**src/rtl/irq_collector_pkg.sv**
```systemverilog
// Shared constants for the interrupt collector.
// Assumes a 32-bit register word and byte offsets on an 8-bit address.
package irq_collector_pkg;
    localparam int unsigned WORD_W     = 32;
    localparam int unsigned OFS_W      = 8;
    localparam logic [7:0]  OFS_ENABLE = 8'h00;
    localparam logic [7:0]  OFS_EVENTS = 8'h10;

    // Register selected by a bus offset.
    typedef enum logic [1:0] {
        SEL_NONE   = 2'd0,
        SEL_ENABLE = 2'd1,
        SEL_EVENTS = 2'd2
    } reg_sel_e;
endpackage

```
**src/rtl/irq_edge_sync.sv**
```systemverilog
// Brings each request line into the clock domain through two flops.
// A third flop holds the previous level so that a one-cycle pulse
// marks every rising edge.
// Assumes each input stays high for at least two clock periods.
module irq_edge_sync #(
    parameter int unsigned N = 32
) (
    input  logic         clk,
    input  logic         rst_n,
    input  logic [N-1:0] line_i,
    output logic [N-1:0] rise_o
);
    logic [N-1:0] meta_q;
    logic [N-1:0] sync_q;
    logic [N-1:0] prev_q;

    for (genvar i = 0; i < N; i++) begin : g_line
        // Two synchronising stages and one history stage for line i.
        always_ff @(posedge clk) begin
            if (!rst_n) begin
                meta_q[i] <= 1'b0;
                sync_q[i] <= 1'b0;
                prev_q[i] <= 1'b0;
            end else begin
                meta_q[i] <= line_i[i];
                sync_q[i] <= meta_q[i];
                prev_q[i] <= sync_q[i];
            end
        end
        assign rise_o[i] = sync_q[i] & ~prev_q[i];
    end

    // an edge pulse never lasts two cycles in a row.
    p_edge_single_r2: assert property (@(posedge clk) disable iff (!rst_n)
        1'b1 |=> ((rise_o & $past(rise_o)) == '0));
endmodule

```
**src/rtl/irq_event_bank.sv**
```systemverilog
// Pending event register. A hardware edge sets a bit. A bus write
// clears only the bits written as zero. The set has priority over
// a clear in the same cycle.
// Assumes keep_i is valid only while clr_we_i is high.
module irq_event_bank #(
    parameter int unsigned N = 32
) (
    input  logic         clk,
    input  logic         rst_n,
    input  logic [N-1:0] rise_i,
    input  logic         clr_we_i,
    input  logic [N-1:0] keep_i,
    output logic [N-1:0] pend_o
);
    logic [N-1:0] pend_q;
    logic [N-1:0] pend_d;

    // Next state: keep-mask on a write, then OR in new edges.
    always_comb begin
        pend_d = pend_q;
        if (clr_we_i) begin
            pend_d = pend_q & keep_i;
        end
        pend_d = pend_d | rise_i;
    end

    // Pending register update.
    always_ff @(posedge clk) begin
        if (!rst_n) begin
            pend_q <= '0;
        end else begin
            pend_q <= pend_d;
        end
    end

    assign pend_o = pend_q;

    // a bit that was clear only rises after an edge.
    p_no_spurious_set_r5: assert property (@(posedge clk) disable iff (!rst_n)
        1'b1 |=> ((pend_q & ~$past(pend_q) & ~$past(rise_i)) == '0));
    // an edge always leaves its bit set, with or without a write.
    p_set_wins_r6: assert property (@(posedge clk) disable iff (!rst_n)
        (|rise_i) |=> ((pend_q & $past(rise_i)) == $past(rise_i)));
    // bits written as zero, with no edge, end clear.
    p_zero_clears_r4: assert property (@(posedge clk) disable iff (!rst_n)
        clr_we_i |=> ((pend_q & ~$past(keep_i) & ~$past(rise_i)) == '0));
endmodule

```
**src/rtl/irq_reg_port.sv**
```systemverilog
// Register port. It decodes the offset, holds the enable register,
// produces the write strobe for the pending bank and registers the
// read data. Data is valid one cycle after a read. When no read is
// made, the read data is zero.
// Assumes single-cycle strobes and exact offset matching.
module irq_reg_port
    import irq_collector_pkg::*;
#(
    parameter int unsigned N       = 32,
    parameter int unsigned ADDR_W  = 8,
    parameter logic [ADDR_W-1:0] ENA_OFS = ADDR_W'(OFS_ENABLE),
    parameter logic [ADDR_W-1:0] PND_OFS = ADDR_W'(OFS_EVENTS)
) (
    input  logic              clk,
    input  logic              rst_n,
    input  logic              wr_i,
    input  logic              rd_i,
    input  logic [ADDR_W-1:0] addr_i,
    input  logic [N-1:0]      wdata_i,
    input  logic [N-1:0]      pend_i,
    output logic [N-1:0]      en_o,
    output logic              pnd_we_o,
    output logic [N-1:0]      rdata_o
);
    reg_sel_e     sel;
    logic [N-1:0] en_q;
    logic [N-1:0] rdata_q;
    logic [N-1:0] rd_mux;

    // Offset decode.
    always_comb begin
        if (addr_i == ENA_OFS)      sel = SEL_ENABLE;
        else if (addr_i == PND_OFS) sel = SEL_EVENTS;
        else                        sel = SEL_NONE;
    end

    // Read data selection, zero for unmapped offsets.
    always_comb begin
        case (sel)
            SEL_ENABLE: rd_mux = en_q;
            SEL_EVENTS: rd_mux = pend_i;
            default:    rd_mux = '0;
        endcase
    end

    // Enable register load.
    always_ff @(posedge clk) begin
        if (!rst_n) begin
            en_q <= '0;
        end else if (wr_i && sel == SEL_ENABLE) begin
            en_q <= wdata_i;
        end
    end

    // Registered read data.
    always_ff @(posedge clk) begin
        if (!rst_n) begin
            rdata_q <= '0;
        end else begin
            rdata_q <= rd_i ? rd_mux : '0;
        end
    end

    assign pnd_we_o = wr_i && (sel == SEL_EVENTS);
    assign en_o     = en_q;
    assign rdata_o  = rdata_q;

    // a write to the enable offset loads the whole word.
    p_enable_load_r3: assert property (@(posedge clk) disable iff (!rst_n)
        (wr_i && addr_i == ENA_OFS) |=> (en_o == $past(wdata_i)));
    // no read, or an unmapped read, gives zero data.
    p_unmapped_zero_r8: assert property (@(posedge clk) disable iff (!rst_n)
        (!rd_i || (addr_i != ENA_OFS && addr_i != PND_OFS)) |=> (rdata_o == '0));
endmodule

```
**src/rtl/irq_summary.sv**
```systemverilog
// Registered summary request: high while any enabled event is pending.
// Assumes pend_i and en_i come straight from registers.
module irq_summary #(
    parameter int unsigned N = 32
) (
    input  logic         clk,
    input  logic         rst_n,
    input  logic [N-1:0] pend_i,
    input  logic [N-1:0] en_i,
    output logic         irq_o
);
    logic irq_q;

    // Reduce the enabled events into one flop.
    always_ff @(posedge clk) begin
        if (!rst_n) begin
            irq_q <= 1'b0;
        end else begin
            irq_q <= |(pend_i & en_i);
        end
    end

    assign irq_o = irq_q;

    // the output follows the enabled pending events one cycle later.
    p_irq_follow_r7: assert property (@(posedge clk) disable iff (!rst_n)
        1'b1 |=> (irq_o == $past(|(pend_i & en_i))));
endmodule

```
**src/rtl/irq_collector.sv**
```systemverilog
// Top of the interrupt collector. It connects the synchroniser, the
// event bank, the register port and the summary flop.
// Assumes one bus operation per cycle and request lines that are
// asynchronous to clk.
module irq_collector
    import irq_collector_pkg::*;
#(
    parameter int unsigned N      = WORD_W,
    parameter int unsigned ADDR_W = OFS_W
) (
    input  logic              clk,
    input  logic              rst_n,
    input  logic [N-1:0]      src_i,
    input  logic              bus_wr,
    input  logic              bus_rd,
    input  logic [ADDR_W-1:0] bus_addr,
    input  logic [N-1:0]      bus_wdata,
    output logic [N-1:0]      bus_rdata,
    output logic              irq_o
);
    logic [N-1:0] rise;
    logic [N-1:0] pend;
    logic [N-1:0] en;
    logic         pnd_we;

    irq_edge_sync #(.N(N)) u_sync (
        .clk    (clk),
        .rst_n  (rst_n),
        .line_i (src_i),
        .rise_o (rise)
    );

    irq_event_bank #(.N(N)) u_bank (
        .clk      (clk),
        .rst_n    (rst_n),
        .rise_i   (rise),
        .clr_we_i (pnd_we),
        .keep_i   (bus_wdata),
        .pend_o   (pend)
    );

    irq_reg_port #(
        .N       (N),
        .ADDR_W  (ADDR_W),
        .ENA_OFS (ADDR_W'(OFS_ENABLE)),
        .PND_OFS (ADDR_W'(OFS_EVENTS))
    ) u_port (
        .clk      (clk),
        .rst_n    (rst_n),
        .wr_i     (bus_wr),
        .rd_i     (bus_rd),
        .addr_i   (bus_addr),
        .wdata_i  (bus_wdata),
        .pend_i   (pend),
        .en_o     (en),
        .pnd_we_o (pnd_we),
        .rdata_o  (bus_rdata)
    );

    irq_summary #(.N(N)) u_sum (
        .clk    (clk),
        .rst_n  (rst_n),
        .pend_i (pend),
        .en_i   (en),
        .irq_o  (irq_o)
    );
endmodule

```
**config.mk**
```make
export PLATFORM = sky130hd
export DESIGN_NAME = irq_collector
export DESIGN_NICKNAME = d
export VERILOG_FILES = /design/src/rtl/irq_collector_pkg.sv /design/src/rtl/irq_edge_sync.sv /design/src/rtl/irq_event_bank.sv /design/src/rtl/irq_reg_port.sv /design/src/rtl/irq_summary.sv /design/src/rtl/irq_collector.sv
export SDC_FILE = /design/constraint.sdc
export NUM_CORES = 1
export LEC_CHECK = 0
export BUFFER_PORTS_ARGS = -buffer_cell sky130_fd_sc_hd__buf_4
export CAP_MARGIN = 10
export CORE_ASPECT_RATIO = 1.4
export CORE_MARGIN = 3
export CORE_UTILIZATION = 40
export CTS_BUF_LIST = sky130_fd_sc_hd__clkbuf_4
export DETAILED_ROUTE_END_ITERATION = 10
export MAX_ROUTING_LAYER = met4
export PLACE_DENSITY = 0.58
export SYNTH_ARGS = -nofsm -noshare
export SYNTH_HDL_FRONTEND = slang
export SYNTH_HIERARCHICAL = 1
export SYNTH_SLANG_ARGS = --single-unit
```
**constraint.sdc**
```tcl
create_clock -name clk -period 2.8 [get_ports clk]
set_clock_uncertainty 0.2 [all_clocks]
set_input_delay 0.14 -clock clk [delete_from_list [all_inputs] [get_ports clk]]
set_output_delay 0.14 -clock clk [all_outputs]
set_load 0.01 [all_outputs]
```
After elaboration in Yosys (flattened, before gate mapping)
Cells that the tools add are included.
{ "totals": {"word_cells": 179, "input_bits": 76, "output_inout_bits": 33, "ff_bits": 193} }
{ "op_classes": {"n_bitwise": 67, "eq_ne": 3, "n_mux": 4, "reduce_logical": 5} }
{ "ops": {"columns": ["op", "count"], "rows": [
  ["$and A32 B32 Y32", 2],
  ["$pmux W32 S2", 1],
  ["$and A1 B1 Y1", 32],
  ["$mux W32", 1],
  ["$not A1 Y1", 32],
  ["$or A32 B32 Y32", 1],
  ["$reduce_or A32 Y1", 1],
  ["$eq A8 B5 Y1 const B", 1],
  ["$logic_not A8 Y1", 1],
  ["$mux W2", 2],
  ["$eq A2 B1 Y1 const B", 1],
  ["$eq A2 B2 Y1 const B", 1],
  ["$logic_and A1 B1 Y1", 2],
  ["$reduce_and A2 Y1", 1]
]} }

Depth between registers and ports, before layout
Gate-level depths: netlist of the first run.
{ "depth": {"depth_word": 7, "ltp_mapped": 6, "ltp_nobuf": 4} }

By module
Netlist of the first run, hierarchy kept.
{ "by_module_without_submodules": {"columns": ["mod", "instances", "area_per_inst_um2", "cells_per_inst", "seq_area_each_um2"], "rows": [
  ["irq_edge_sync", 1, 2803.9, 234, 1921.8],
  ["irq_reg_port", 1, 2447.3, 247, 1281.2],
  ["irq_event_bank", 1, 1362.6, 134, 640.6],
  ["irq_summary", 1, 181.4, 22, 20.0]
]} }

Worst setup path after synthesis of the first run
Ideal clock, no wire load.
{ "synth_path": {"path_type": "in2reg", "start": "input port bus_addr[4]", "end": "register u_bank.pend_q[19] (netlist: u_bank/pend_o[19])", "slack_ns": 1.210, "cell_stages": 6, "path_buffers": 3, "setup_ns": 0.116, "required_ns": 2.484, "arrival_ns": 1.274, "cell_sequence": "clkbuf_1 buf_2 and3_1 buf_6 nor3b_2 nor2_1"} }
{ "synth_via": {"elab_chain_cells": 7, "elab_cells_between_ends": 8, "cone_classes": "2 x eq/ne; 3 x mux; 1 x bitwise; 2 x reduce/logical"} }
{ "synth_rtl": {"columns": ["item", "line_no", "text"], "rows": [
  ["from (decl)", "irq_collector.sv:16", "input logic [ADDR_W-1:0] bus_addr,"],
  ["$eq A8 B5 Y1", "irq_reg_port.sv:33", "else if (addr_i == PND_OFS) sel = SEL_EVENTS;"],
  ["$mux W2", "irq_reg_port.sv:33", null],
  ["$mux W2 *", "irq_reg_port.sv:32", "if (addr_i == ENA_OFS) sel = SEL_ENABLE;"],
  ["$eq A2 B2 Y1 *", "irq_reg_port.sv:64", "assign pnd_we_o = wr_i && (sel == SEL_EVENTS);"],
  ["$logic_and A1 B1 Y1 *", "irq_reg_port.sv:64", null],
  ["named net pnd_we", "irq_collector.sv:24", "logic pnd_we;"],
  ["$mux W32 *", "irq_event_bank.sv:21", "if (clr_we_i) begin"],
  ["$or A32 B32 Y32 *", "irq_event_bank.sv:24", "pend_d = pend_d | rise_i;"],
  ["to (signal assigned)", "irq_event_bank.sv:32", "pend_q <= pend_d;"],
  ["to (decl)", "irq_event_bank.sv:15", "logic [N-1:0] pend_q;"]
]} }
Mark *: on every way through the listed nets, which the timed path passes. The rest lies on a longest branch.
A chain may end at the register's enable or synchronous reset.

==> results.json, run 1 <==
{
  "status": "finished clean",
  "tritoncts": "yes",
  "unrepaired_setup_endpoints_after_global_routing": "false",
  "use_met1": 0.193,
  "slowest_cp_cell": "dlygate4sd3_1",
  "row_count": 55,
  "area_growth_pct": 28.3,
  "postSynthNetCount": 713,
  "timing.hold.worst.class": "primary input to flop",
  "detail_route.wl_per_cell_um": 14.2,
  "dp.final_hpwl_mm": 9.87,
  "chipHeight_um": 160,
  "clk-insertion-delay-late_ps": 570,
  "drt_iter0_drc": 202,
  "regToRegEndpoint": "u_bank/pend_o[7]",
  "initial_utilization": 0.415,
  "drive_above_1_share": 0.219,
  "global_route.usage.total": 0.164,
  "total_power_per_unit_cell_area_nw_per_um2": 540,
  "antenna_found_initial": 1,
  "detail_route.vias_per_cell": 4.67,
  "global_route_wire_length_before_repair_mm": 23.1,
  "yosys_register_bits": 193,
  "io_buffer_count": 108,
  "synth.top_cells.by_area": "dfxtp_1, mux2i_1, and2_1, nor3b_2, nand2_1",
  "synth_top_cell_by_area": "dfxtp_1",
  "routed_wirelength_mm": 14.5,
  "worstPathMaxFanout": 67,
  "critical_path_cell_count": 6,
  "grt_overflow_total": 0,
  "timing.critical_path.mode_cell": "dlygate4sd3_1",
  "hold-path-cell-count": 5,
  "worst_path_dominant_cell_family": "buffers and inverters",
  "floorplan.core_area_um2": 16400,
  "synth_seq_area_share": 0.569,
  "ctsHoldBuffers": 73,
  "clock_buffers_created_by_tritoncts": 17,
  "synth_cells": 637,
  "ant_nets": 0,
  "worstPathArrival_ps": 2570,
  "p_leak_nw": 3.91,
  "drc": 0,
  "place.gp.congestion": 0.843,
  "hold_end": "u_port/rdata_o[3]",
  "crit_path_cell_trace": "dlygate4sd3_1, buf_4, nand2_1, dlygate4sd3_1, mux2i_1, dlygate4sd3_1",
  "crit_path_end_kind": "flop",
  "die_footprint_um2": 18600,
  "globalRoute.busiestLayer": "met2",
  "grtUsageMet2": 0.266,
  "critPathKind": "primary input to flop",
  "period_share": 0.800,
  "setup-violations-final": 0,
  "final-hold-violation-count": 0,
  "r2r_setup_slk_ps": 1140,
  "vias_in_the_first_global_route": 4700,
  "die_x_um": 116,
  "final_period_minus_worst_setup_slack_ps": 2240,
  "top_level_ports": 109,
  "max_freq_mhz": 446,
  "worst_slew_pin_slew_ps": 624,
  "power.ir.vdd_worst_v": 0.000235,
  "slew_headroom": 0.584,
  "design.final.nets": 886,
  "timing.critical_path.from_type": "primary input",
  "root_buffer": "clkbuf_4",
  "cts.sinks": 193,
  "htreeDepth": 4,
  "detailedRoute.firstPassIterationCount": 4,
  "post_synth_num_cell_types": 22,
  "path_clk_slew_ps": 160,
  "post-synth-top-area-fraction": 0.569,
  "postCtsSetupRepairBufs": 0,
  "crit_required_ps": 3130,
  "totalNegativeSetupSlack_ps": 0,
  "max_incr_delay_on_cp_ps": 570,
  "cts-resized-gates": 0,
  "clock_path_buffers": 2,
  "grt_max_degree": 89,
  "syn-cell-area_um2": 6800,
  "maxSlewViolCount": 0,
  "global_route.usage.met3": 0.0353,
  "hold-worst-slack_ps": 65.6,
  "synth-warning-count": 6,
  "hold_path_startpoint": "bus_addr[2]",
  "crit_buf_inv": 4,
  "avgSynthCellArea_um2": 10.7,
  "regToRegStartpoint": "u_sync/sync_q[7]",
  "detailroute.via_count": 4780,
  "cap_viol_max_count": 0,
  "ff2ff_path_depth": 4
}
layout by cell type (no fill, tap or decap), types with 2 or more instances in the layout:
master / Yosys / layout
nor2_1: 64 / 64
clkbuf_4: 0 / 19
nand2_1: 64 / 64
a22oi_1: 15 / 15
mux2i_1: 64 / 64
nand4_1: 5 / 5
inv_6: 0 / 3
dfxtp_1: 193 / 193
nor3b_2: 31 / 31
bufinv_16: 0 / 2
clkinv_4: 0 / 2
buf_4: 0 / 113
dlygate4sd3_1: 0 / 73
nor2b_1: 32 / 32
and2_1: 96 / 96
clkinvlp_4: 0 / 3
o21ai_0: 31 / 31
inv_8: 0 / 2
through the flow:
step                total power [mW]  instance area [um2]  worst slack (ps)  cells   util
floorplan                       3.06                 6800              1210    637      -
global placement                3.18                 7690              1080    917  0.469
detailed placement              3.19                 7690               984    917  0.469
CTS                             4.79                 8720               649   1022  0.532
global route                    4.92                 8720               483   1023  0.532
finish                          4.71                 8720               560   1023  0.532
cell type report:
cell class,count,area (um2)
antenna,1,2.50
multi-input combinational,411,2710
clock inverter,13,154
sequential,193,3860
tap,199,249
timing repair buffer,187,1600
fill,1518,7660
clock buffer,19,143
synth_stat cells:
master / number
o21ai_1: 1
nor3b_2: 31
nand2_1: 64
buf_2: 14
a22oi_2: 1
o21ai_0: 31
mux2i_1: 64
nor2b_1: 32
buf_6: 11
and2_1: 96
nand4_1: 5
nor3_1: 1
o41a_1: 1
nor4_4: 1
nand4b_4: 1
dfxtp_1: 193
and3_1: 1
nor2_1: 64
a22oi_1: 15
clkbuf_1: 8
a21oi_1: 1
nor4b_1: 1
state kept, by name, summed over array words and instances (netlist names):
name	count
u_sync/meta_q	32
u_port/en_o	32
u_sum/irq_o	1
u_port/rdata_o	32
u_sync/sync_q	32
u_sync/prev_q	32
u_bank/pend_o	32
tightest hold or removal path, stage by stage:
cell     delay [ps]
buf_4            90
nor4_4           40
nand4_1          80
buf_4           360
nor2_1           90
per-layer routing:
| metal | up-vias | part of all wire |
|---|---|---|
| met5 | - | 0 |
| met4 | 0 | 0.019 |
| met3 | 23 | 0.042 |
| met2 | 105 | 0.50 |
| met1 | 2214 | 0.43 |
| li1 | 2438 | - |
cells by family after synthesis:
family,after synthesis,share of synthesized area
AND/OR/NAND/NOR,297,0.260
flip-flops,193,0.569
multiplexers,64,0.0943
AO/OA/AOI/OAI,50,0.0444
buffers and inverters,33,0.0330
worst max-delay path by stage:
stage / start / to / slack, ps
after global placement: bus_addr[1] / u_bank/pend_o[7] / 1080
after detailed placement: bus_addr[1] / u_bank/pend_o[5] / 980
after global routing: rst_n / u_port/en_o[0] / 480
final: rst_n / u_port/en_o[0] / 560
after CTS: rst_n / u_port/en_o[0] / 650
after floorplan: bus_addr[4] / u_bank/pend_o[19] / 1210
power by group:
part	internal (mW)	total (mW)	switching (mW)
registers	2.83	2.86	0.0351
logic	0.202	0.346	0.143
clock network	0.571	1.50	0.931
total	3.60	4.71	1.11
Note: power is estimated with default switching activity, not from simulation.
==> run 2: changes to the inputs <==
==> constraint.sdc (replaced) <==
create_clock -name clk -period 2.2 [get_ports clk]
set_clock_uncertainty 0.2 [all_clocks]
set_input_delay 0.11 -clock clk [delete_from_list [all_inputs] [get_ports clk]]
set_output_delay 0.11 -clock clk [all_outputs]
set_load 0.01 [all_outputs]
==> results.json, run 2 (same netlist as run 1, synthesis figures left out) <==
{
  "io_buffer_count": 108,
  "routed_wirelength_mm": 14.6,
  "layout_setup_ws_ps": 29.5,
  "ant_nets": 0,
  "row_count": 55,
  "grt_overflow_total": 0,
  "global_route.usage.total": 0.164,
  "slew_headroom": 0.588,
  "crit_path_end_kind": "flop",
  "htreeDepth": 4,
  "drc": 0,
  "status": "finished clean",
  "detailroute.via_count": 4816,
  "cts.sinks": 193,
  "worstPathMaxFanout": 32,
  "grt_max_degree": 80,
  "critPathKind": "primary input to flop",
  "max_freq_mhz": 461,
  "die_footprint_um2": 18600,
  "p_leak_nw": 4.03,
  "tritoncts": "yes",
  "final-hold-violation-count": 0,
  "worst_slew_pin_slew_ps": 618,
  "setup-violations-final": 0,
  "drt_iter0_drc": 220,
  "path_clk_slew_ps": 170,
  "crit_required_ps": 2460,
  "detail_route.wl_per_cell_um": 13.9,
  "place.gp.congestion": 0.808,
  "timing.critical_path.from_type": "primary input",
  "leading_cell_type_in_the_layout_fill_and_taps_excluded": "dfxtp_1",
  "worstPathArrival_ps": 2430,
  "final_cell_mix": "dfxtp_1, buf_4, dlygate4sd3_1",
  "root_buffer": "clkbuf_4",
  "postLayoutCoreUtil": 0.546,
  "clock_buffers_created_by_tritoncts": 17,
  "dp.final_hpwl_mm": 9.68,
  "totalNegativeSetupSlack_ps": 0,
  "die_x_um": 116,
  "detailedRoute.firstPassIterationCount": 4,
  "floorplan.core_area_um2": 16400,
  "global_route_wire_length_before_repair_mm": 23.4,
  "timing.hold.worst.class": "primary input to flop",
  "top_level_ports": 109,
  "vias_in_the_first_global_route": 4814,
  "period_share": 0.987,
  "clock_path_buffers": 2,
  "chipHeight_um": 160,
  "power.ir.vdd_worst_v": 0.000353,
  "clk-insertion-delay-late_ps": 540,
  "place_worst_setup_slack_ps": 431,
  "detail_route.vias_per_cell": 4.59,
  "design.final.nets": 913,
  "final_period_minus_worst_setup_slack_ps": 2170,
  "drive_above_1_share": 0.211,
  "maxSlewViolCount": 0,
  "antenna_found_initial": 1,
  "total_power_per_unit_cell_area_nw_per_um2": 651,
  "area_growth_pct": 31.7,
  "unrepaired_setup_endpoints_after_global_routing": "false",
  "initial_utilization": 0.415,
  "cap_viol_max_count": 0
}
[run 2: final cells by class]
cell class | count | area [um2]
Timing Repair Buffer | 214 | 1870
Tap cell | 199 | 249
Sequential cell | 193 | 3860
Clock buffer | 17 | 128
Clock inverter | 15 | 128
Fill cell | 1504 | 7430
Multi-Input combinational cell | 411 | 2710
Antenna cell | 1 | 2.50
[run 2: critical path: stages]
cell,delay [ps]
dlygate4sd3_1,530
buf_4,190
nand4_1,110
dlygate4sd3_1,580
buf_6,270
nor2_1,80
dlygate4sd3_1,550
[run 2: through the flow]
step                cells  area, um2  hold slack [ps]  power, mW
floorplan             637       6800             31.7       3.89
global placement      918       7700              118       4.05
detailed placement    918       7700              120       4.06
CTS                  1049       8940             34.5       5.92
global route         1050       8950             40.7       6.12
finish               1050       8950             92.3       5.83
[run 2: where the power goes]
part           total, mW  switching [mW]  internal, mW
Clock               1.71            1.23         0.484
Sequential          3.64          0.0445          3.60
Combinational      0.475           0.186         0.289
[run 2: final timing paths]
kind / startpoint / slack, ps / endpoint / depth (start not counted)
setup / recovery: rst_n / 30 / u_port/rdata_o[11] / 7
hold / removal: bus_addr[6] / 90 / u_bank/pend_o[30] / 5
setup reg to reg: u_bank/pend_o[5] / 670 / u_sum/irq_o / 3
hold reg to reg: u_sync/meta_q[12] / 250 / u_sync/sync_q[12] / 1
[run 2: timing repair]
item | 4_1_cts | 5_1_grt
resized for setup | 0 | 1
endpoints found under the hold margin | 182 | 0
setup buffers | 0 | 0
endpoints found under the setup margin | 0 | 1
hold buffers | 99 | 0
[run 2: metal layers]
| layer | track usage | vias up | routed length (um) |
|---|---|---|---|
| met3 | 0.0330 | 15 | 576 |
| li1 | - | 2485 | - |
| met4 | 0.0528 | 0 | 216 |
| met2 | 0.275 | 103 | 7390 |
| met5 | - | - | 0 |
| met1 | 0.195 | 2213 | 6380 |
==> run 3: changes to the inputs <==
--- a/config.mk
+++ b/config.mk
@@ -5,15 +5,15 @@
 export SDC_FILE = /design/constraint.sdc
 export NUM_CORES = 1
 export LEC_CHECK = 0
-export BUFFER_PORTS_ARGS = -buffer_cell sky130_fd_sc_hd__buf_4
 export CAP_MARGIN = 10
 export CORE_ASPECT_RATIO = 1.4
 export CORE_MARGIN = 3
 export CORE_UTILIZATION = 40
 export CTS_BUF_LIST = sky130_fd_sc_hd__clkbuf_4
 export DETAILED_ROUTE_END_ITERATION = 10
+export DONT_BUFFER_PORTS = 1
 export MAX_ROUTING_LAYER = met4
-export PLACE_DENSITY = 0.58
+export PLACE_DENSITY = 0.52
 export SYNTH_ARGS = -nofsm -noshare
 export SYNTH_HDL_FRONTEND = slang
 export SYNTH_HIERARCHICAL = 1
==> results.json, run 3 <==
{
  "post-synth-top-area-fraction": 0.569,
  "clock_path_buffers": 2,
  "synth_cells": 637,
  "postSynthNetCount": 713,
  "status": "aborted with a tool error",
  "die_x_um": 116,
  "avgSynthCellArea_um2": 10.7,
  "synth.top_cells.by_area": "dfxtp_1, mux2i_1, and2_1, nor3b_2, nand2_1",
  "synth-warning-count": 6,
  "first_error": "[ERROR RSZ-0060] Max buffer count reached.",
  "root_buffer": "clkbuf_4",
  "initial_utilization": 0.415,
  "synth_top_flop_cell": "dfxtp_1",
  "syn-cell-area_um2": 6800,
  "share_of_synthesized_flip_flops_with_an_asynchronous_set_or_reset": 0,
  "post_synth_most_frequent_cells": "dfxtp_1, and2_1, mux2i_1, nand2_1, nor2_1",
  "io_buffer_count": 0,
  "yosys_register_bits": 193,
  "synth-edff-count": 0,
  "lastStage": "clock tree synthesis",
  "ctsHoldBuffers": 168,
  "yosys.cell_count.top_type": "dfxtp_1",
  "dp.final_hpwl_mm": 9.05,
  "cts.sinks": 193,
  "synth_top_cell_by_area": "dfxtp_1",
  "clock_buffers_created_by_tritoncts": 17,
  "placedInstanceArea_um2": 6840,
  "chipHeight_um": 160,
  "synth_seq_area_share": 0.569,
  "cts-resized-gates": 0,
  "place.gp.congestion": 0.771,
  "row_count": 55,
  "htreeDepth": 4,
  "post_synth_num_cell_types": 22,
  "postCtsSetupRepairBufs": 0,
  "top_level_ports": 109
}
[run 3: cells by family after synthesis]
kind of cell,count (synthesis),synth area share
AOI/OAI and AO/OA,50,0.0444
buffers and inverters,33,0.0330
DFF,193,0.569
muxes,64,0.0943
and+or+nand+nor,297,0.260
[run 3: per-stage QoR]
step	hold WS [ps]	instances	worst slack, ps
3_5_place_dp	34.7	806	584
2_1_floorplan	31.7	637	640
3_3_place_gp	38.3	806	626
==> run 4: changes to the inputs <==
--- a/config.mk
+++ b/config.mk
@@ -6,14 +6,11 @@
 export NUM_CORES = 1
 export LEC_CHECK = 0
 export CAP_MARGIN = 10
-export CORE_ASPECT_RATIO = 1.4
 export CORE_MARGIN = 3
-export CORE_UTILIZATION = 40
-export CTS_BUF_LIST = sky130_fd_sc_hd__clkbuf_4
+export CORE_UTILIZATION = 25
 export DETAILED_ROUTE_END_ITERATION = 10
 export DONT_BUFFER_PORTS = 1
-export MAX_ROUTING_LAYER = met4
-export PLACE_DENSITY = 0.52
+export PLACE_DENSITY_LB_ADDON = 0.15
 export SYNTH_ARGS = -nofsm -noshare
 export SYNTH_HDL_FRONTEND = slang
 export SYNTH_HIERARCHICAL = 1
==> results.json, run 4 (same netlist as run 1, synthesis figures left out) <==
{
  "power.ir.vdd_worst_v": 0.000406,
  "detail_route.vias_per_cell": 4.27,
  "cts.sinks": 193,
  "clk-insertion-delay-late_ps": 420,
  "final_design_area_no_fill_um2": 9090,
  "total_power_per_unit_cell_area_nw_per_um2": 820,
  "top_level_ports": 109,
  "setup-violations-final": 0,
  "die_footprint_um2": 29200,
  "totalNegativeSetupSlack_ps": 0,
  "drive_above_1_share": 0.0902,
  "final_period_minus_worst_setup_slack_ps": 2100,
  "row_count": 59,
  "global_route_wire_length_before_repair_mm": 27.4,
  "routed_wirelength_mm": 17.6,
  "place.gp.congestion": 0.733,
  "vias_in_the_first_global_route": 4917,
  "fillerInstances": 2648,
  "worstPathArrival_ps": 2270,
  "status": "finished clean",
  "slew_headroom": 0.563,
  "dp.cells": 942,
  "max_freq_mhz": 475,
  "cap_viol_max_count": 0,
  "final-hold-violation-count": 0,
  "detailedRoute.firstPassIterationCount": 4,
  "global_route.usage.total": 0.123,
  "detailroute.via_count": 4749,
  "chipHeight_um": 171,
  "drt_iter0_drc": 194,
  "maxSlewViolCount": 0,
  "crit_required_ps": 2370,
  "io_buffer_count": 0,
  "grt_max_degree": 74,
  "placedInstanceArea_um2": 7010,
  "final_cell_mix": "dfxtp_1, dlygate4sd3_1, and2_1",
  "floorplan.core_area_um2": 26400,
  "drc": 0,
  "worst_slew_pin_slew_ps": 655,
  "detail_route.wl_per_cell_um": 15.8,
  "tritoncts": "yes",
  "timing.critical_path.from_type": "primary input",
  "clock_path_buffers": 2,
  "initial_utilization": 0.258,
  "period_share": 0.956,
  "die_x_um": 171,
  "antenna_found_initial": 2,
  "leading_cell_type_in_the_layout_fill_and_taps_excluded": "dfxtp_1",
  "timing.hold.worst.class": "primary input to flop",
  "clock_buffers_created_by_tritoncts": 17,
  "grt_overflow_total": 0,
  "p_leak_nw": 3.88,
  "critPathKind": "primary input to flop",
  "worstPathMaxFanout": 66,
  "root_buffer": "clkbuf_16",
  "area_growth_pct": 33.8,
  "path_clk_slew_ps": 70,
  "dp.final_hpwl_mm": 10.6,
  "postCtsSetupRepairBufs": 0,
  "crit_path_end_kind": "flop",
  "post_layout_nonfiller_instances": 1112,
  "design.final.nets": 840,
  "htreeDepth": 4,
  "ant_nets": 0,
  "unrepaired_setup_endpoints_after_global_routing": "false"
}
[run 4: worst paths after layout]
path	startpoint	endpoint	slack, ps	depth (start not counted)
max	rst_n	u_port/en_o[28]	100	6
min	bus_addr[4]	u_bank/pend_o[30]	80	3
max reg2reg	u_sync/sync_q[13]	u_bank/pend_o[13]	500	4
min reg2reg	u_sync/meta_q[3]	u_sync/sync_q[3]	240	1
[run 4: timing repair]
action | in CTS | in global routing
setup endpoints to repair | 0 | 1
endpoints found under the hold margin | 193 | 0
resized for setup | 0 | 1
hold buffers | 138 | 0
[run 4: layout make-up]
| class | instances | area [um2] | share of cell area |
|---|---|---|---|
| Antenna cell | 1 | 2.50 | 0.000275 |
| Clock buffer | 19 | 443 | 0.0487 |
| Clock inverter | 12 | 203 | 0.0223 |
| Multi-Input combinational cell | 411 | 2710 | 0.298 |
| Sequential cell | 193 | 3860 | 0.425 |
| Tap cell | 335 | 419 | 0.0461 |
| Timing Repair Buffer | 141 | 1450 | 0.160 |
[run 4: power by group]
part	switching (mW)	internal, mW
logic	0.164	0.243
registers	0.0516	3.59
clock network	1.35	2.05
[run 4: critical path: stages]
cell	delay, ps
dlygate4sd3_1	570
clkbuf_16	290
nand2_1	70
dlygate4sd3_1	560
mux2i_1	110
dlygate4sd3_1	550
[run 4: layer usage]
layer,global-route usage,part of all wire
met1,0.156,0.45
met5,0,0.00074
met4,0.0385,0.011
met3,0.0328,0.047
met2,0.206,0.49
[run 4: stage by stage]
step                 util  total power, mW  worst slack (ps)  hold slack [ps]
finish              0.345             7.46              96.6             75.9
global route        0.345             7.77              7.48             76.1
CTS                 0.345             7.58              66.1             24.9
detailed placement  0.266             3.88               560             34.7
global placement    0.266             3.87               584             37.9
floorplan               -             3.89               640             31.7
